`src/rtl/msr_loop_pkg.sv`:
```
package msr_loop_pkg;
    localparam int CTL_W = 4;
    localparam int MSR_W = 8;
    localparam int HALF  = MSR_W / 2;

    // control bit positions
    localparam int C_DTR  = 0;
    localparam int C_RTS  = 1;
    localparam int C_AUX1 = 2;
    localparam int C_AUX2 = 3;

    // status positions: change flags in low half, levels in high half
    localparam int S_CTS = 0;
    localparam int S_DSR = 1;
    localparam int S_RI  = 2;
    localparam int S_DCD = 3;

    typedef enum logic [0:0] {
        LP_IDLE  = 1'b0,
        LP_TRACK = 1'b1
    } loop_state_e;
endpackage

```
`src/rtl/msr_loop_ctl.sv`:
```
module msr_loop_ctl
    import msr_loop_pkg::*;
(
    input  logic clk,
    input  logic rst_n,
    input  logic loop_en,
    output logic loop_on
);
    loop_state_e state_q, state_d;

    always_comb begin
        state_d = state_q;
        unique case (state_q)
            LP_IDLE:  if (loop_en)  state_d = LP_TRACK;
            LP_TRACK: if (!loop_en) state_d = LP_IDLE;
            default:  state_d = LP_IDLE;
        endcase
    end

    always_ff @(posedge clk) begin
        if (!rst_n) state_q <= LP_IDLE;
        else        state_q <= state_d;
    end

    always_comb begin
        loop_on = (state_q == LP_TRACK);
    end
endmodule

```
`src/rtl/msr_next_calc.sv`:
```
module msr_next_calc
    import msr_loop_pkg::*;
(
    input  logic [MSR_W-1:0] base,
    input  logic [CTL_W-1:0] ctl,
    input  logic             track,
    output logic [MSR_W-1:0] next
);
    logic [HALF-1:0] lvl_old, lvl_new, flg_old, flg_hit;

    always_comb begin
        lvl_old = base[MSR_W-1:HALF];
        flg_old = base[HALF-1:0];
        lvl_new[S_CTS] = ctl[C_RTS];
        lvl_new[S_DSR] = ctl[C_DTR];
        lvl_new[S_RI]  = ctl[C_AUX1];
        lvl_new[S_DCD] = ctl[C_AUX2];
    end

    genvar g;
    generate
        for (g = 0; g < HALF; g++) begin : g_flag
            if (g == S_RI) begin : g_trail
                assign flg_hit[g] = lvl_old[g] & ~lvl_new[g];
            end else begin : g_any
                assign flg_hit[g] = lvl_old[g] ^ lvl_new[g];
            end
        end
    endgenerate

    always_comb begin
        if (track) next = {lvl_new, flg_old | flg_hit};
        else       next = base;
    end
endmodule

```
`src/rtl/msr_loopback_gen.sv`:
```
module msr_loopback_gen
    import msr_loop_pkg::*;
(
    input  logic             clk,
    input  logic             rst_n,
    input  logic             loop_en,
    input  logic [CTL_W-1:0] mcr_ctl,
    input  logic             rd_stb,
    output logic [MSR_W-1:0] msr
);
    logic             loop_on;
    logic [MSR_W-1:0] msr_q, base, msr_d;

    msr_loop_ctl u_ctl (
        .clk     (clk),
        .rst_n   (rst_n),
        .loop_en (loop_en),
        .loop_on (loop_on)
    );

    always_comb begin
        base = rd_stb ? '0 : msr_q;
    end

    msr_next_calc u_calc (
        .base  (base),
        .ctl   (mcr_ctl),
        .track (loop_on),
        .next  (msr_d)
    );

    always_ff @(posedge clk) begin
        if (!rst_n) msr_q <= '0;
        else        msr_q <= msr_d;
    end

    always_comb begin
        msr = msr_q;
    end
endmodule

```
`config.mk`:
```
export PLATFORM = sky130hd
export DESIGN_NAME = msr_loopback_gen
export DESIGN_NICKNAME = d
export VERILOG_FILES = /design/src/rtl/msr_loop_pkg.sv /design/src/rtl/msr_loop_ctl.sv /design/src/rtl/msr_next_calc.sv /design/src/rtl/msr_loopback_gen.sv
export SDC_FILE = /design/constraint.sdc
export NUM_CORES = 1
export LEC_CHECK = 0
export BUFFER_PORTS_ARGS = -buffer_cell sky130_fd_sc_hd__buf_2
export CAP_MARGIN = 10
export CORE_AREA = 2 2 39 41
export CTS_BUF_LIST = sky130_fd_sc_hd__clkbuf_8
export CTS_CLUSTER_SIZE = 30
export DETAILED_ROUTE_END_ITERATION = 8
export DIE_AREA = 0 0 41 43
export GPL_TIMING_DRIVEN = 0
export HOLD_SLACK_MARGIN = 0.1
export MAX_ROUTING_LAYER = met4
export SYNTH_ARGS = -nofsm -noshare
export SYNTH_HDL_FRONTEND = slang
export SYNTH_HIERARCHICAL = 1
export SYNTH_SLANG_ARGS = --single-unit
export TNS_END_PERCENT = 5
```
`constraint.sdc`:
```
create_clock -name clk -period 1 [get_ports clk]
set_input_delay 0.15 -clock clk [delete_from_list [all_inputs] [get_ports clk]]
set_output_delay 0.15 -clock clk [all_outputs]
set_load 0.005 [all_outputs]
```
==> results.txt, run 1 <==
GRT Overall Usage = 10.5%
Final Slew Violations = 0
Primary FF master, synth = dfxtp_1
RSZ-0062 raised after global routing = true
Maxcap violations = 0
Commonest cells in the netlist = and2_1, dfxtp_1, nor2b_1
Overall Power = 895 uW
Fmax = 1000 MHz
Drt pass-1 iters = 2
ANT cells = 0
Crit-path cells = buf_6 > mux2_4 > and2_4
TritonCTS clock tree = done
H-Tree Depth = 1
Yosys cell types = 9
Post-synthesis sequential element count = 9
Post-CTS setup buffers = 0
Clock Tree Root = clkbuf_8
Detailed Route Iter0 Violations = 4
Cell Int Power = 702 uW
Core Area = 0.00138 mm^2
Clock Skews = 5.06 ps
Status = completed
Syn nets = 47
First-pass GRT wire length = 1.15 mm
Sequential share of the synthesized area = 42.7%
Crit path max-delay cell type = dfxtp_2
Ys async rst share = 0%
Die X = 41 um
Buffers on Ports = 15
Clock Tree Buf Depth = 2
I/O Pins = 16
Syn Inst Count = 39
Post-synth EDFFs = 0
Period Utilization, post-route = 99.8%
CP Class = flop to flop
Critical Path RT = 1120 ps
HP Class = primary input to flop
Remaining DRCs = 0
Post-DP HPWL = 525 um
Row cnt = 14
Area contributors post-synth = dfxtp_1, mux2_4, and2_1
Comb power frac = 11.4%
Cell Area, Synth = 422 um^2
P_sw = 193 uW
Sink Count = 9
Final WL = 780 um
Max-Slew Margin vs Limit = 83.4%
Final setup viols = 0
Setup TNS = 0 ps
Gpl congestion = 0.607
Die Area = 0.00176 mm^2
Layout cells sized above 1 = 60.3%
Share of the synthesized area in the top cell type = 42.7%
Area leader, netlist = dfxtp_1
CP Max Fanout = 8
Clock Power Share = 46.2%
Worst path arrival time = 1120 ps
Number of vias per cell = 4.19
Crit start category = flop
Largest net degree at the start of global routing = 10
Worst-path clk slew = 40 ps
Flop pwr share = 42.4%
Global route overflow = 0
Antenna violations before repair = 0
Skew-Pair Late Insertion Delay = 230 ps
Average size of a mapped cell = 10.8 um^2
Crit path time final = 998 ps
Die Y = 43 um
Initial Util = 30.5%
Leak = 0.299 nW
ANT nets after route = 0
Via count = 310
Worst Tran Pin Value = 249 ps
Layout fillers = 136
Max stage delay on crit path = 310 ps
WL per Instance = 10.5 um
Final Hold Fails = 0
Layout net count = 67
Total number of yosys warnings = 6
VDD IR max = 845 uV
TritonCTS buffer count = 3
Vias in the first global route = 261
Synth-to-Final Area Change = 40.9%
CP endpoint kind = flop
Sw Share = 21.5%
Power Density = 1510 mW/mm^2
-- routing by layer --
| layer | share of wire [%] | wire length (um) | vias up | global-route usage (%) |
|---|---|---|---|---|
| met1 | 52 | 409 | 136 | 14.2 |
| met4 | 0 | 0 | 0 | 4.00 |
| met5 | 0 | 0 | - | - |
| li1 | - | - | 162 | - |
| met2 | 41 | 317 | 12 | 11.6 |
| met3 | 6.8 | 53 | 0 | 7.85 |
-- timing repair --
action	4_1_cts	5_1_grt
pin swaps	9	2
endpoints found under the setup margin	6	7
hold buffers	0	0
resized for setup	7	1
hold endpoints to repair	0	0
-- registers in the layout, summed over array words and instances (netlist names) --
register and count:
msr 8, u_ctl/loop_on 1
-- worst max-delay path, delay by kind of cell (launching register included) --
family                 cells  cell delay, ps
buffers and inverters      1             130
AND/OR/NAND/NOR            1             150
flip-flops                 1             310
multiplexers               1             300
-- final timing paths --
path	startpoint	to	slack (ps)	cells after the start
worst max-delay path	u_ctl/loop_on	msr[6]	2	3
worst min-delay path	loop_en	u_ctl/loop_on	120	2
worst min register to register	msr[3]	msr[3]	650	3
worst max register to register	u_ctl/loop_on	msr[6]	2	3
-- cell type report --
| cell class | count | area [um^2] | area share, % |
|---|---|---|---|
| buffer | 1 | 11.3 | 1.89 |
| sequential | 9 | 185 | 31.2 |
| clock buffer | 3 | 41.3 | 6.95 |
| timing repair buffer | 15 | 75.1 | 12.6 |
| clock inverter | 1 | 3.75 | 0.632 |
| tap | 16 | 20.0 | 3.37 |
| multi-input combinational | 29 | 258 | 43.4 |
-- cells in the final DEF (no fill, tap or decap), drive strengths merged --
cell type	netlist	final
nand2	1	1
and2	9	9
o21bai	1	1
a21o	3	3
inv	0	1
clkbuf	0	3
xor2	3	3
buf	1	16
nor2b	8	8
dfxtp	9	9
mux2	4	4
-- power groups by stage --
stage	sequential, mW	combinational (mW)	clock (mW)
after floorplan	0.386	0.0533	0
final	0.380	0.102	0.413
after CTS	0.379	0.101	0.432
after detailed placement	0.385	0.0968	0
after global placement	0.385	0.0961	0
after global routing	0.381	0.111	0.447
-- through the flow --
stage	cells	util, %	hold WS [ps]	instance area [um^2]	worst slack, ps
4_1_cts	74	42.8	112	592	-4.22
5_1_grt	74	42.9	117	594	-30.6
6_report	74	42.9	117	594	2.23
2_1_floorplan	39	-	272	437	-23.0
3_3_place_gp	70	38.4	349	532	-90.4
3_5_place_dp	70	38.4	354	532	-90.7
-- logic make-up (layout without fill, tap and decap cells) --
kind of cell	Yosys count	in the layout	synth area share, %
DFF	9	9	42.7
AOI/OAI and AO/OA	4	4	8.01
and+or+nand+nor	18	18	26.1
buffers and inverters	1	20	2.67
xor gates and xnor gates	3	3	6.23
muxes	4	4	14.2
No activity file was read; power rests on OpenSTA's default activity.
==> inputs of run 2 (changes only) <==
--- a/config.mk
+++ b/config.mk
@@ -6,5 +6,5 @@
 export NUM_CORES = 1
 export LEC_CHECK = 0
-export BUFFER_PORTS_ARGS = -buffer_cell sky130_fd_sc_hd__buf_2
+export BUFFER_PORTS_ARGS = -buffer_cell sky130_fd_sc_hd__buf_4
 export CAP_MARGIN = 10
 export CORE_AREA = 2 2 39 41
==> constraint.sdc (replaced) <==
create_clock -name clk -period 1 [get_ports clk]
set_input_delay 0.05 -clock clk [delete_from_list [all_inputs] [get_ports clk]]
set_output_delay 0.05 -clock clk [all_outputs]
set_load 0.005 [all_outputs]
==> run 2 against run 1 <==
  * The run now ends with negative setup slack left
  * Wire length increased by 3.1%
  * Clock power fell by 2%
  * Maximum frequency is 0.27% lower
  * Register-to-register slack is essentially flat
  * Clock-buffer cell count is the same
  * Sequential share of layout area shrank 3.4 points
  * Combinational power is 25% higher
  * Critical endpoint is now msr[3]
  * Largest power group unchanged
  * Highest routed layer is now met4
==> results.txt, run 2 (synthesis gave the netlist of run 1 again) <==
Global route overflow = 0 (unchanged)
Overall Power = 912 uW (was 895 uW)
Die X = 41 um (unchanged)
Final WL = 804 um (was 780 um)
Sink Count = 9 (unchanged)
Buffers on Ports = 15 (unchanged)
Failing checks = negative setup slack
Min Hold Slack = 161 ps (was 117 ps)
Place WS = -70.9 ps (was -90.7 ps)
VDD IR max = 691 uV (was 845 uV)
Clock Tree Root = clkbuf_8 (unchanged)
ANT nets after route = 0 (unchanged)
Skew-Pair Late Insertion Delay = 230 ps (about the same)
TritonCTS clock tree = done (unchanged)
Vias in the first global route = 281 (was 261)
I/O Pins = 16 (unchanged)
Core Area = 0.00138 mm^2 (unchanged)
Leak = 0.324 nW (was 0.299 nW)
Initial Util = 30.5% (unchanged)
Final setup viols = 1 (was 0)
Most frequent cells in the layout = buf_4, nor2b_1, and2_4, dfxtp_1 (was buf_2, and2_1, nor2b_1, dfxtp_1)
Antenna violations before repair = 0 (unchanged)
Via count = 329 (was 310)
Layout cells sized above 1 = 63.9% (was 60.3%)
Row cnt = 14 (unchanged)
Fmax = 1000 MHz (about the same)
First-pass GRT wire length = 1.19 mm (was 1.15 mm)
Largest net degree at the start of global routing = 10 (unchanged)
CP endpoint kind = flop (unchanged)
Status = complete, but fails checks (was completed)
Fin area = 667 um^2 (was 594 um^2)
GRT Overall Usage = 11.5% (was 10.5%)
CP Max Fanout = 2 (was 8)
Die Area = 0.00176 mm^2 (unchanged)
Clock Tree Buf Depth = 2 (unchanged)
TritonCTS buffer count = 3 (unchanged)
Layout fillers = 126 (was 136)
Largest register FFs = 8 (unchanged)
RSZ-0062 raised after global routing = true (unchanged)
Worst path arrival time = 1120 ps (about the same)
Crit path time final = 1000 ps (was 998 ps)
Period Utilization, post-route = 100% (was 99.8%)
CP Class = flop to flop (unchanged)
Post-DP Area = 569 um^2 (was 532 um^2)
WL per Instance = 10.4 um (was 10.5 um)
Crit start category = flop (unchanged)
Critical Path RT = 1120 ps (about the same)
Clock Skews = 1.26 ps (was 5.06 ps)
Setup TNS = -0.437 ps (was 0 ps)
Final Hold Fails = 0 (unchanged)
Maxcap violations = 0 (unchanged)
Drt pass-1 iters = 1 (was 2)
Detailed Route Iter0 Violations = 0 (was 4)
Worst-path clk slew = 40 ps (about the same)
Slack of the critical path = -0.437 ps (was 2.23 ps)
Synth-to-Final Area Change = 58.2% (was 40.9%)
Power Density = 1370 mW/mm^2 (was 1510 mW/mm^2)
Number of vias per cell = 4.27 (was 4.19)
Gpl congestion = 0.640 (was 0.607)
ANT cells = 0 (unchanged)
Max-Slew Margin vs Limit = 90.0% (was 83.4%)
HP Class = primary input to flop (unchanged)
Final Slew Violations = 0 (unchanged)
Most common cell after layout, fill and taps aside = buf_4 (was buf_2)
Die Y = 43 um (unchanged)
Worst Tran Pin Value = 150 ps (was 249 ps)
Remaining DRCs = 0 (unchanged)
Layout net count = 70 (was 67)
H-Tree Depth = 1 (unchanged)
-- run 2: cell types whose count changed in the layout (fill, tap and decap cells not counted), sizes merged --
cell	before	now
buf	16	17
dlygate4sd3	0	2
-- run 2: metrics by stage --
step,std cells,utilization [%]
2_1_floorplan,39,-
3_3_place_gp,70,41.1
3_5_place_dp,70,41.1
4_1_cts,77,47.2
5_1_grt,77,48.2
6_report,77,48.2
-- run 2: timing repair --
item,in CTS,in global routing
hold buffers,2,0
pin swaps,4,5
endpoints found under the hold margin,7,0
endpoints found under the setup margin,4,6
setup buffers,1,0
gates resized for setup,5,6
-- run 2: layer usage --
layer	wire length, um	track usage, %
met1	377	13.7
met2	342	12.2
met3	63	9.42
met4	22	8.00
met5	0	-
-- run 2: layout make-up --
cell class	count	area, um^2	share of cell area (%)
Multi-Input combinational cell	29	265	39.8
Sequential cell	9	185	27.8
Timing Repair Buffer	18	140	21.0
Clock buffer	3	41.3	6.19
Tap cell	16	20.0	3.00
Buffer	1	11.3	1.69
Clock inverter	1	3.75	0.563
-- run 2: report_power, final --
part | switching, mW | total (mW) | internal [mW]
logic | 0.0445 | 0.128 | 0.0838
clock network | 0.137 | 0.404 | 0.267
registers | 0.00549 | 0.380 | 0.375
-- run 2: critical path, stage by stage, from the launching register on --
cell	delay, ps
dfxtp_2	310
nor2b_4	120
xor2_1	140
a21o_2	190
and2_4	140
-- run 2: worst paths after layout --
kind,startpoint,to,slack (ps),depth (start not counted)
hold / removal,mcr_ctl[2],msr[2],160,3
setup reg to reg,msr[7],msr[3],-0.4,4
setup / recovery,msr[7],msr[3],-0.4,4
hold reg to reg,msr[1],msr[1],670,3
==> inputs of run 3 (changes only) <==
Settings changed: PLACE_DENSITY set to 0.57.
==> run 3 against run 2 <==
  * The run still ends with negative setup slack left
  * Clock-buffer cell count stayed put
  * Highest routed layer unchanged
  * Combinational power grew 4%
  * Clock skew about the same
  * Via count increased by 4.6%
  * Flip-flop and latch count unchanged
  * Sequential power about the same
  * Critical path type unchanged
  * Global-route usage grew 1.3 points
  * Non-clock buffer count is 1 higher
  * Clock power about the same
  * Worst setup slack worse by 14 ps
==> results.txt, run 3 (synthesis gave the netlist of run 1 again) <==
Number of vias per cell = 4.41 (was 4.27)
Skew-Pair Late Insertion Delay = 230 ps (about the same)
Clock Tree Buf Depth = 2 (unchanged)
TritonCTS clock tree = done (unchanged)
Antenna violations before repair = 0 (unchanged)
Period Utilization, post-route = 101% (was 100%)
Status = complete, but fails checks (unchanged)
Final WL = 824 um (was 804 um)
CP endpoint kind = flop (unchanged)
Largest net degree at the start of global routing = 10 (unchanged)
Clock Tree Root = clkbuf_8 (unchanged)
Drt pass-1 iters = 2 (was 1)
Vias in the first global route = 313 (was 281)
Max-Slew Margin vs Limit = 90.2% (was 90.0%)
Final setup viols = 1 (unchanged)
Leak = 0.329 nW (was 0.324 nW)
Failing checks = negative setup slack (unchanged)
Post-DP Area = 569 um^2 (unchanged)
Final Slew Violations = 0 (unchanged)
Die Y = 43 um (unchanged)
Fmax = 986 MHz (was 1000 MHz)
Worst Tran Pin Value = 147 ps (was 150 ps)
Die Area = 0.00176 mm^2 (unchanged)
Via count = 344 (was 329)
Placed cells = 70 (unchanged)
Final Hold Fails = 0 (unchanged)
Most common cell after layout, fill and taps aside = buf_4 (unchanged)
Slack of the critical path = -14.2 ps (was -0.437 ps)
Gpl congestion = 0.622 (was 0.640)
TritonCTS buffer count = 3 (unchanged)
WL per Instance = 10.6 um (was 10.4 um)
Layout fillers = 139 (was 126)
Layout Cells excl Fill = 78 (was 77)
Layout cells sized above 1 = 64.5% (was 63.9%)
R2r setup slk = -10 ps (was -0.4 ps)
Worst path arrival time = 1140 ps (was 1120 ps)
Sink Count = 9 (unchanged)
Row cnt = 14 (unchanged)
First-pass GRT wire length = 1.36 mm (was 1.19 mm)
Maxcap violations = 0 (unchanged)
H-Tree Depth = 1 (unchanged)
Remaining DRCs = 0 (unchanged)
Crit path max-delay cell type = dfxtp_2 (unchanged)
Final Util = 49.0% (was 48.2%)
Fin area = 678 um^2 (was 667 um^2)
CP Class = flop to flop (unchanged)
VDD IR max = 643 uV (was 691 uV)
I/O Pins = 16 (unchanged)
Synth-to-Final Area Change = 60.8% (was 58.2%)
RSZ-0062 raised after global routing = true (unchanged)
Crit start category = flop (unchanged)
Max stage delay on crit path = 320 ps (was 310 ps)
HP Class = primary input to flop (unchanged)
ANT nets after route = 0 (unchanged)
Detailed Route Iter0 Violations = 1 (was 0)
Critical Path RT = 1120 ps (about the same)
Initial Util = 30.5% (unchanged)
GRT Overall Usage = 12.8% (was 11.5%)
Worst-path clk slew = 40 ps (about the same)
ANT cells = 0 (unchanged)
Setup TNS = -14.2 ps (was -0.437 ps)
Post-DP HPWL = 540 um
Core Area = 0.00138 mm^2 (unchanged)
Most frequent cells in the layout = buf_4, nor2b_1, and2_4, dfxtp_1 (unchanged)
Crit path time final = 1010 ps (was 1000 ps)
CP Max Fanout = 2 (unchanged)
Clock Skews = 1.15 ps (was 1.26 ps)
Die X = 41 um (unchanged)
Global route overflow = 0 (unchanged)
Power Density = 1350 mW/mm^2 (was 1370 mW/mm^2)
Layout net count = 71 (was 70)
WHS Path Cells = 3 (unchanged)
Buffers on Ports = 15 (unchanged)
Crit-path cells = nor2b_4 > xor2_1 > a21o_2 > and2_4 (unchanged)
Worst Reg-to-Reg Cells = 4 (unchanged)
Largest register FFs = 8 (unchanged)
-- run 3: worst paths after layout --
check / to / from
setup / recovery: msr[3] / msr[7]
hold / removal: msr[4] / mcr_ctl[1]
hold reg to reg: msr[1] / msr[1]
setup reg to reg: msr[3] / msr[7]
-- run 3: metal layers --
layer | GRT usage (%) | up-vias | share of wire, %
met4 | 10.0 | 0 | 1.8
li1 | - | 171 | -
met3 | 6.28 | 2 | 5.3
met1 | 13.5 | 161 | 44
met5 | - | - | 0
met2 | 17.2 | 10 | 49
-- run 3: stage by stage --
| stage | hold WS, ps | worst slack [ps] | total power [mW] |
|---|---|---|---|
| 5_1_grt | 158 | -45.0 | 0.975 |
| 6_report | 166 | -14.2 | 0.915 |
| 2_1_floorplan | 172 | -23.0 | 0.440 |
| 3_3_place_gp | 251 | -80.7 | 0.496 |
| 3_5_place_dp | 256 | -69.6 | 0.496 |
| 4_1_cts | 156 | -7.18 | 0.932 |
-- run 3: final cells by class --
cell class	instances	area (um^2)	area share (%)
clock inverter	1	3.75	0.554
clock buffer	3	41.3	6.09
buffer	1	11.3	1.66
sequential	9	185	27.3
tap	16	20.0	2.95
multi-input combinational	29	265	39.1
timing repair buffer	19	151	22.3
-- run 3: report_power, final --
group	internal, mW	total, mW	switching, mW
Combinational	0.0876	0.133	0.0453
Sequential	0.375	0.380	0.00582
Clock	0.267	0.402	0.135
-- run 3: timing repair --
| action | 4_1_cts | 5_1_grt |
|---|---|---|
| resized for setup | 8 | 4 |
| hold buffers | 2 | 0 |
| endpoints found under the setup margin | 6 | 6 |
| buffers inserted | 2 | 0 |
| gates cloned | 0 | 0 |
| endpoints found under the hold margin | 4 | 0 |
| pin swaps | 6 | 2 |
-- run 3: critical path, delay by kind of cell (launching register included) --
family | cells | cell delay (ps)
AO/OA/AOI/OAI | 1 | 190
flip-flops | 1 | 320
AND/OR/NAND/NOR | 2 | 270
XOR/XNOR | 1 | 140
